[src/rtl/mem_window.sv]
module mem_window #(
  parameter int MEM_AW = 10,
  parameter int WIN_AW = 8,
  parameter int PER_AW = 16
) (
  input  logic              clk,
  input  logic              rst_n,
  input  logic              host_wr,
  input  logic              host_rd,
  input  logic [WIN_AW-1:0] host_addr,
  input  logic [31:0]       host_wdata,
  output logic [31:0]       host_rdata,
  output logic              mem_en,
  output logic              mem_we,
  output logic [MEM_AW-1:0] mem_addr,
  output logic [31:0]       mem_wdata,
  input  logic [31:0]       mem_rdata,
  output logic              per_en,
  output logic              per_we,
  output logic [PER_AW-1:0] per_addr,
  output logic [3:0]        per_be,
  output logic [31:0]       per_wdata,
  input  logic [31:0]       per_rdata
);
  localparam logic [WIN_AW-1:0] OFF_MRA = WIN_AW'(8'h0C);
  localparam logic [WIN_AW-1:0] OFF_MWA = WIN_AW'(8'h10);
  localparam logic [WIN_AW-1:0] OFF_MWD = WIN_AW'(8'h18);
  localparam logic [WIN_AW-1:0] OFF_MRD = WIN_AW'(8'h1C);
  localparam logic [WIN_AW-1:0] OFF_PWA = WIN_AW'(8'h44);
  localparam logic [WIN_AW-1:0] OFF_PRA = WIN_AW'(8'h48);
  localparam logic [WIN_AW-1:0] OFF_PWD = WIN_AW'(8'h4C);
  localparam logic [WIN_AW-1:0] OFF_PRD = WIN_AW'(8'h50);

  function automatic logic [3:0] lanes(input logic [1:0] cnt);
    logic [4:0] t;
    t = (5'd2 << cnt) - 5'd1;
    return t[3:0];
  endfunction

  function automatic logic [31:0] lane_mask(input logic [3:0] be);
    logic [31:0] m;
    for (int i = 0; i < 4; i++) m[i*8 +: 8] = {8{be[i]}};
    return m;
  endfunction

  logic [31:0]       rptr, wptr, mbuf, pbuf, rdsel;
  logic [PER_AW-1:0] pw_off, pr_off;
  logic [1:0]        pw_cnt, pr_cnt;
  logic              mpend, ppend, rd;
  logic              wr_mra, wr_mwa, wr_mwd, rd_mrd;
  logic              wr_pwa, wr_pra, wr_pwd, rd_prd;

  assign rd     = host_rd & ~host_wr;
  assign wr_mra = host_wr & (host_addr == OFF_MRA);
  assign wr_mwa = host_wr & (host_addr == OFF_MWA);
  assign wr_mwd = host_wr & (host_addr == OFF_MWD);
  assign rd_mrd = rd      & (host_addr == OFF_MRD);
  assign wr_pwa = host_wr & (host_addr == OFF_PWA);
  assign wr_pra = host_wr & (host_addr == OFF_PRA);
  assign wr_pwd = host_wr & (host_addr == OFF_PWD);
  assign rd_prd = rd      & (host_addr == OFF_PRD);

  assign mem_en    = wr_mra | rd_mrd | wr_mwd;
  assign mem_we    = wr_mwd;
  assign mem_wdata = host_wdata;
  assign mem_addr  = wr_mra ? host_wdata[MEM_AW+1:2] :
                     rd_mrd ? rptr[MEM_AW+1:2] + MEM_AW'(1) :
                              wptr[MEM_AW+1:2];

  assign per_en    = wr_pra | rd_prd | wr_pwd;
  assign per_we    = wr_pwd;
  assign per_wdata = host_wdata;
  assign per_addr  = wr_pra ? host_wdata[PER_AW-1:0] : wr_pwd ? pw_off : pr_off;
  assign per_be    = wr_pra ? lanes(host_wdata[25:24]) : wr_pwd ? lanes(pw_cnt) : lanes(pr_cnt);

  always_comb begin
    unique case (host_addr)
      OFF_MRA: rdsel = rptr;
      OFF_MWA: rdsel = wptr;
      OFF_MRD: rdsel = mpend ? mem_rdata : mbuf;
      OFF_PWA: rdsel = 32'(pw_off) | (32'(pw_cnt) << 24);
      OFF_PRA: rdsel = 32'(pr_off) | (32'(pr_cnt) << 24);
      OFF_PRD: rdsel = (ppend ? per_rdata : pbuf) & lane_mask(lanes(pr_cnt));
      default: rdsel = '0;
    endcase
  end

  always_ff @(posedge clk or negedge rst_n) begin
    if (!rst_n) begin
      rptr       <= '0;
      wptr       <= '0;
      mbuf       <= '0;
      pbuf       <= '0;
      mpend      <= 1'b0;
      ppend      <= 1'b0;
      pw_off     <= '0;
      pr_off     <= '0;
      pw_cnt     <= '0;
      pr_cnt     <= '0;
      host_rdata <= '0;
    end else begin
      mpend <= wr_mra | rd_mrd;
      ppend <= wr_pra | rd_prd;
      if (mpend) mbuf <= mem_rdata;
      if (ppend) pbuf <= per_rdata;
      if (wr_mra)      rptr <= host_wdata;
      else if (rd_mrd) rptr <= rptr + 32'd4;
      if (wr_mwa)      wptr <= host_wdata;
      else if (wr_mwd) wptr <= wptr + 32'd4;
      if (wr_pwa) begin
        pw_off <= host_wdata[PER_AW-1:0];
        pw_cnt <= host_wdata[25:24];
      end
      if (wr_pra) begin
        pr_off <= host_wdata[PER_AW-1:0];
        pr_cnt <= host_wdata[25:24];
      end
      if (rd) host_rdata <= rdsel;
    end
  end
endmodule

[config.mk]
export PLATFORM = sky130hd
export DESIGN_NAME = mem_window
export DESIGN_NICKNAME = d
export VERILOG_FILES = /design/src/rtl/mem_window.sv
export SDC_FILE = /design/constraint.sdc
export NUM_CORES = 1
export LEC_CHECK = 0
export CAP_MARGIN = 20
export CORE_MARGIN = 2
export CORE_UTILIZATION = 30
export DETAILED_ROUTE_END_ITERATION = 10
export PLACE_DENSITY_LB_ADDON = 0.12
export SLEW_MARGIN = 30
export SYNTH_ARGS = -nofsm -noshare
export SYNTH_HDL_FRONTEND = slang
export SYNTH_SLANG_ARGS = --single-unit
[constraint.sdc]
create_clock -name clk -period 2.5 [get_ports clk]
set_input_delay 0.375 -clock clk [delete_from_list [all_inputs] [get_ports clk]]
set_output_delay 0.375 -clock clk [all_outputs]
set_load 0.1 [all_outputs]
==> impl_metrics.tcl <==
set metrics [dict create \
    drcViolationCount 0 \
    p_switching_mw 2.872 \
    setup-violations-final 2 \
    synth_cell_types 70 \
    hpwl_um 32070 \
    grt_pass1_vias 10660 \
    die-width_um 195.7 \
    synthesis.nets 1274 \
    swShare_pct 33.30 \
    die_area_um2 38300 \
    yosysWarnings 0 \
    placementRows 70 \
    cp.arrival_ns 2.14 \
    crit_type "reg2out" \
    p_int_mw 5.753 \
    wirelength_um 43280 \
    r2r-end "rptr[30]$_DFFE_PN0P_" \
    fill_cells 3504 \
    finish.utilization_pct 46.14 \
    power_density_nw_per_um2 513.1 \
    core_area_um2 36430 \
    finalNetCount 1580 \
    synth_top_area_cell "dfrtp_1" \
    r2r_setup_slack_ns 0.25 \
    track_usage_pct 23.04 \
    whs_path_depth 5 \
    grt-ovfl-total 0 \
    diodes 0 \
    drv_cap 0 \
    yosys_register_bits 198 \
    worst_slack_ns -0.01772 \
    violations "negative setup slack" \
    port_buffers 236 \
    min_from "host_addr[2]" \
    grt_max_degree 67 \
    grt_pass1_wl_um 66690 \
    combPwrFrac_pct 24.7 \
    hold_viol 0 \
    drtAntennaViolNets 0 \
    synth_area_per_cell_um2 9.472 \
    r2r-start "rptr[2]$_DFFE_PN0P_" \
    dr_total_vias 10440 \
    grt_setup_unrepaired "yes" \
    cts_tree "done" \
    dr.first_iter.drc_count 763 \
    hp-class "in2reg" \
    power_frac_seq_pct 41.2 \
    io_pins 238 \
    p_leak_nw 7.465 \
    whs_endpoint "host_rdata[24]$_DFFE_PN0N_" \
    gp_congestion 0.8692 \
    clkTransAtPathRegs_ns 0.08 \
    synth_edf_count 0 \
    async_flop_share_pct 100.0 \
    cts.sink_count 198 \
    worstPathRequired_ns 2.12 \
    maxSlewViolCount 0 \
    tightest_slew_ns 0.6427 \
    ys.flop_type "dfrtp_1" \
    synth_area_um2 11030 \
    cp-start-kind "flip-flop" \
    skew_ns 0.01054 \
    vias_per_cell 5.351 \
    dr.pass1.iters 6 \
    start_util_pct 30.26 \
    ys_seq_area_share_pct 44.94 \
    timing.fmax_mhz 397.2 \
    wl_per_cell_um 22.19 \
    p_total_mw 8.625 \
    syn_inst 1164 \
    ir_drop_mv 0.4848 \
    area_growth_syn_to_layout_pct 52.46 \
    cts-buffers-inserted 17 \
    r2r_cells 8 \
    worst_hold_slack_ns 0.4518 \
    htreeDepth 4 \
    die_h_um 195.7 \
    yosys-top-cells-area "dfrtp_1 (45%), mux2_2 (8.6%), nand2_1 (6.3%)" \
    period_needed_ns 2.518 \
    cp_max_fo 3 \
    end_kind "output port" \
    clkPwrFrac_pct 34.0 \
    period_share_pct 100.7 \
    antenna_found_initial 0 \
    synth_top_area_share_pct 44.94 \
    root_buffer "clkbuf_16" \
    run_status "complete, but fails checks" \
    relSlewSlack_pct 57.15 \
    drive_above_1_share_pct 34.68 \
    clock_path_buffers 2 \
    clkLatencyLatePin_ns 0.46 \
]
-- power by group through the flow --
stage	clock network, mW	logic (mW)	registers (mW)
final	2.94	2.13	3.56
after global routing	3.11	2.23	3.58
after CTS	2.98	2.15	3.55
after detailed placement	0	2.13	3.61
after global placement	0	2.13	3.61
after floorplan	0	1.03	3.80
-- cells by family (layout without fill, tap and decap cells) --
logic type / count (synthesis) / after routing / share of synthesized area, %
adders and majority gates: 2 / 2 / 0.2269
muxes: 102 / 102 / 10.21
DFF: 198 / 198 / 44.94
AOI/OAI and AO/OA: 261 / 261 / 16.26
buffers and inverters: 155 / 473 / 7.830
other: 1 / 1 / 0.03401
xor gates and xnor gates: 14 / 14 / 1.112
and+or+nand+nor: 431 / 431 / 19.38
-- what timing repair did --
action                                 in CTS  in global routing
hold buffers                                1                  0
setup buffers                              15                  3
cloned                                      3                  0
setup endpoints to repair                  34                 22
pin swaps                                  10                  6
endpoints found under the hold margin      61                  0
gates resized for setup                    64                 17
-- registers in the layout (all words and copies together), names as in the netlist --
signal      flops
host_rdata     32
mbuf           32
wptr           32
pw_cnt          2
pw_off         16
ppend           1
pr_cnt          2
rptr           32
pbuf           32
pr_off         16
mpend           1
-- through the flow --
stage | setup TNS (ns) | cells | instance area, µm² | setup WS [ns]
final | -0.02804 | 1950 | 16810 | -0.01772
after global routing | -0.3336 | 1950 | 16810 | -0.1138
after floorplan | -1.731 | 1164 | 11420 | -0.5772
after global placement | -30.47 | 1899 | 15870 | -0.6024
after CTS | -0.01062 | 1949 | 16790 | -0.01062
after detailed placement | -30.94 | 1899 | 15870 | -0.5728
-- cells in the mapped netlist (all sizes together) (6+ instances only) --
master,n
dfrtp,198
nand2,184
mux2,84
buf,81
o21ai,72
nor2,69
clkbuf,59
nand3,51
a22oi,36
a21oi,35
nand4,28
a221oi,25
mux2i,18
nor3,18
a31oi,16
and3,16
o211ai,16
inv,15
a221o,10
nor4,9
a22o,8
nand3b,8
or3,8
xor2,8
a211o,7
a222oi,6
and4,6
nor3b,6
xnor2,6
-- layout make-up --
| type | instances | area [µm²] | area share, % |
|---|---|---|---|
| Clock buffer | 20 | 446.7 | 2.657 |
| Clock inverter | 11 | 148.9 | 0.8857 |
| Inverter | 15 | 56.30 | 0.3349 |
| Multi-Input combinational cell | 811 | 5665 | 33.70 |
| Sequential cell | 198 | 4957 | 29.49 |
| Tap cell | 468 | 585.6 | 3.483 |
| Timing Repair Buffer | 427 | 4950 | 29.45 |
-- worst max-delay path by stage --
stage / startpoint / end / slack (ns) / cells past startpoint
final: rptr[2]$_DFFE_PN0P_ / mem_addr[6] / -0.02 / 7
after global routing: rptr[3]$_DFFE_PN0P_ / mem_addr[6] / -0.11 / 7
after CTS: rptr[2]$_DFFE_PN0P_ / mem_addr[6] / -0.01 / 7
after detailed placement: host_addr[0] / mem_addr[7] / -0.57 / 8
after global placement: host_addr[1] / mem_addr[7] / -0.60 / 8
after floorplan: host_addr[5] / mem_addr[6] / -0.58 / 5
-- worst max-delay path: stages (launching register included) --
cell	delay (ns)
dfrtp_1	0.41
ha_4	0.17
nand3_2	0.09
nor2_2	0.16
nand2_1	0.09
xor2_1	0.14
o211ai_1	0.39
buf_12	0.23
-- per-layer routing --
metal | vias up | global-route usage, % | wire length, µm
li1 | 4827 | - | -
met3 | 32 | 3.902 | 2442
met1 | 5227 | 31.73 | 19550
met5 | - | 0 | 0
met4 | 0 | 4.489 | 516
met2 | 349 | 38.40 | 20770
-- cell usage in the layout (no fill, tap or decap), types with 6 or more instances in the layout --
| cell | instances |
|---|---|
| buf_4 | 201 |
| dfrtp_1 | 196 |
| nand2_1 | 170 |
| buf_12 | 112 |
| clkdlybuf4s50_1 | 96 |
| mux2_2 | 84 |
| nor2_1 | 64 |
| o21ai_0 | 56 |
| nand3_1 | 41 |
| a22oi_1 | 36 |
| a21oi_1 | 35 |
| nand4_1 | 28 |
| a221oi_1 | 25 |
| clkbuf_16 | 19 |
| mux2i_1 | 18 |
| o211ai_1 | 16 |
| and3_1 | 16 |
| o21ai_4 | 15 |
| a31oi_1 | 15 |
| inv_1 | 13 |
| nand2_2 | 11 |
| nor3_1 | 10 |
| a221o_1 | 10 |
| xor2_1 | 8 |
| a22o_1 | 8 |
| nand3b_1 | 8 |
| nand3_4 | 7 |
| a211o_1 | 7 |
| xnor2_1 | 6 |
| or3_1 | 6 |
| nor3b_1 | 6 |
| and4_1 | 6 |
| a222oi_1 | 6 |
| nor4_1 | 6 |
No activity file was read; power rests on OpenSTA's default activity.
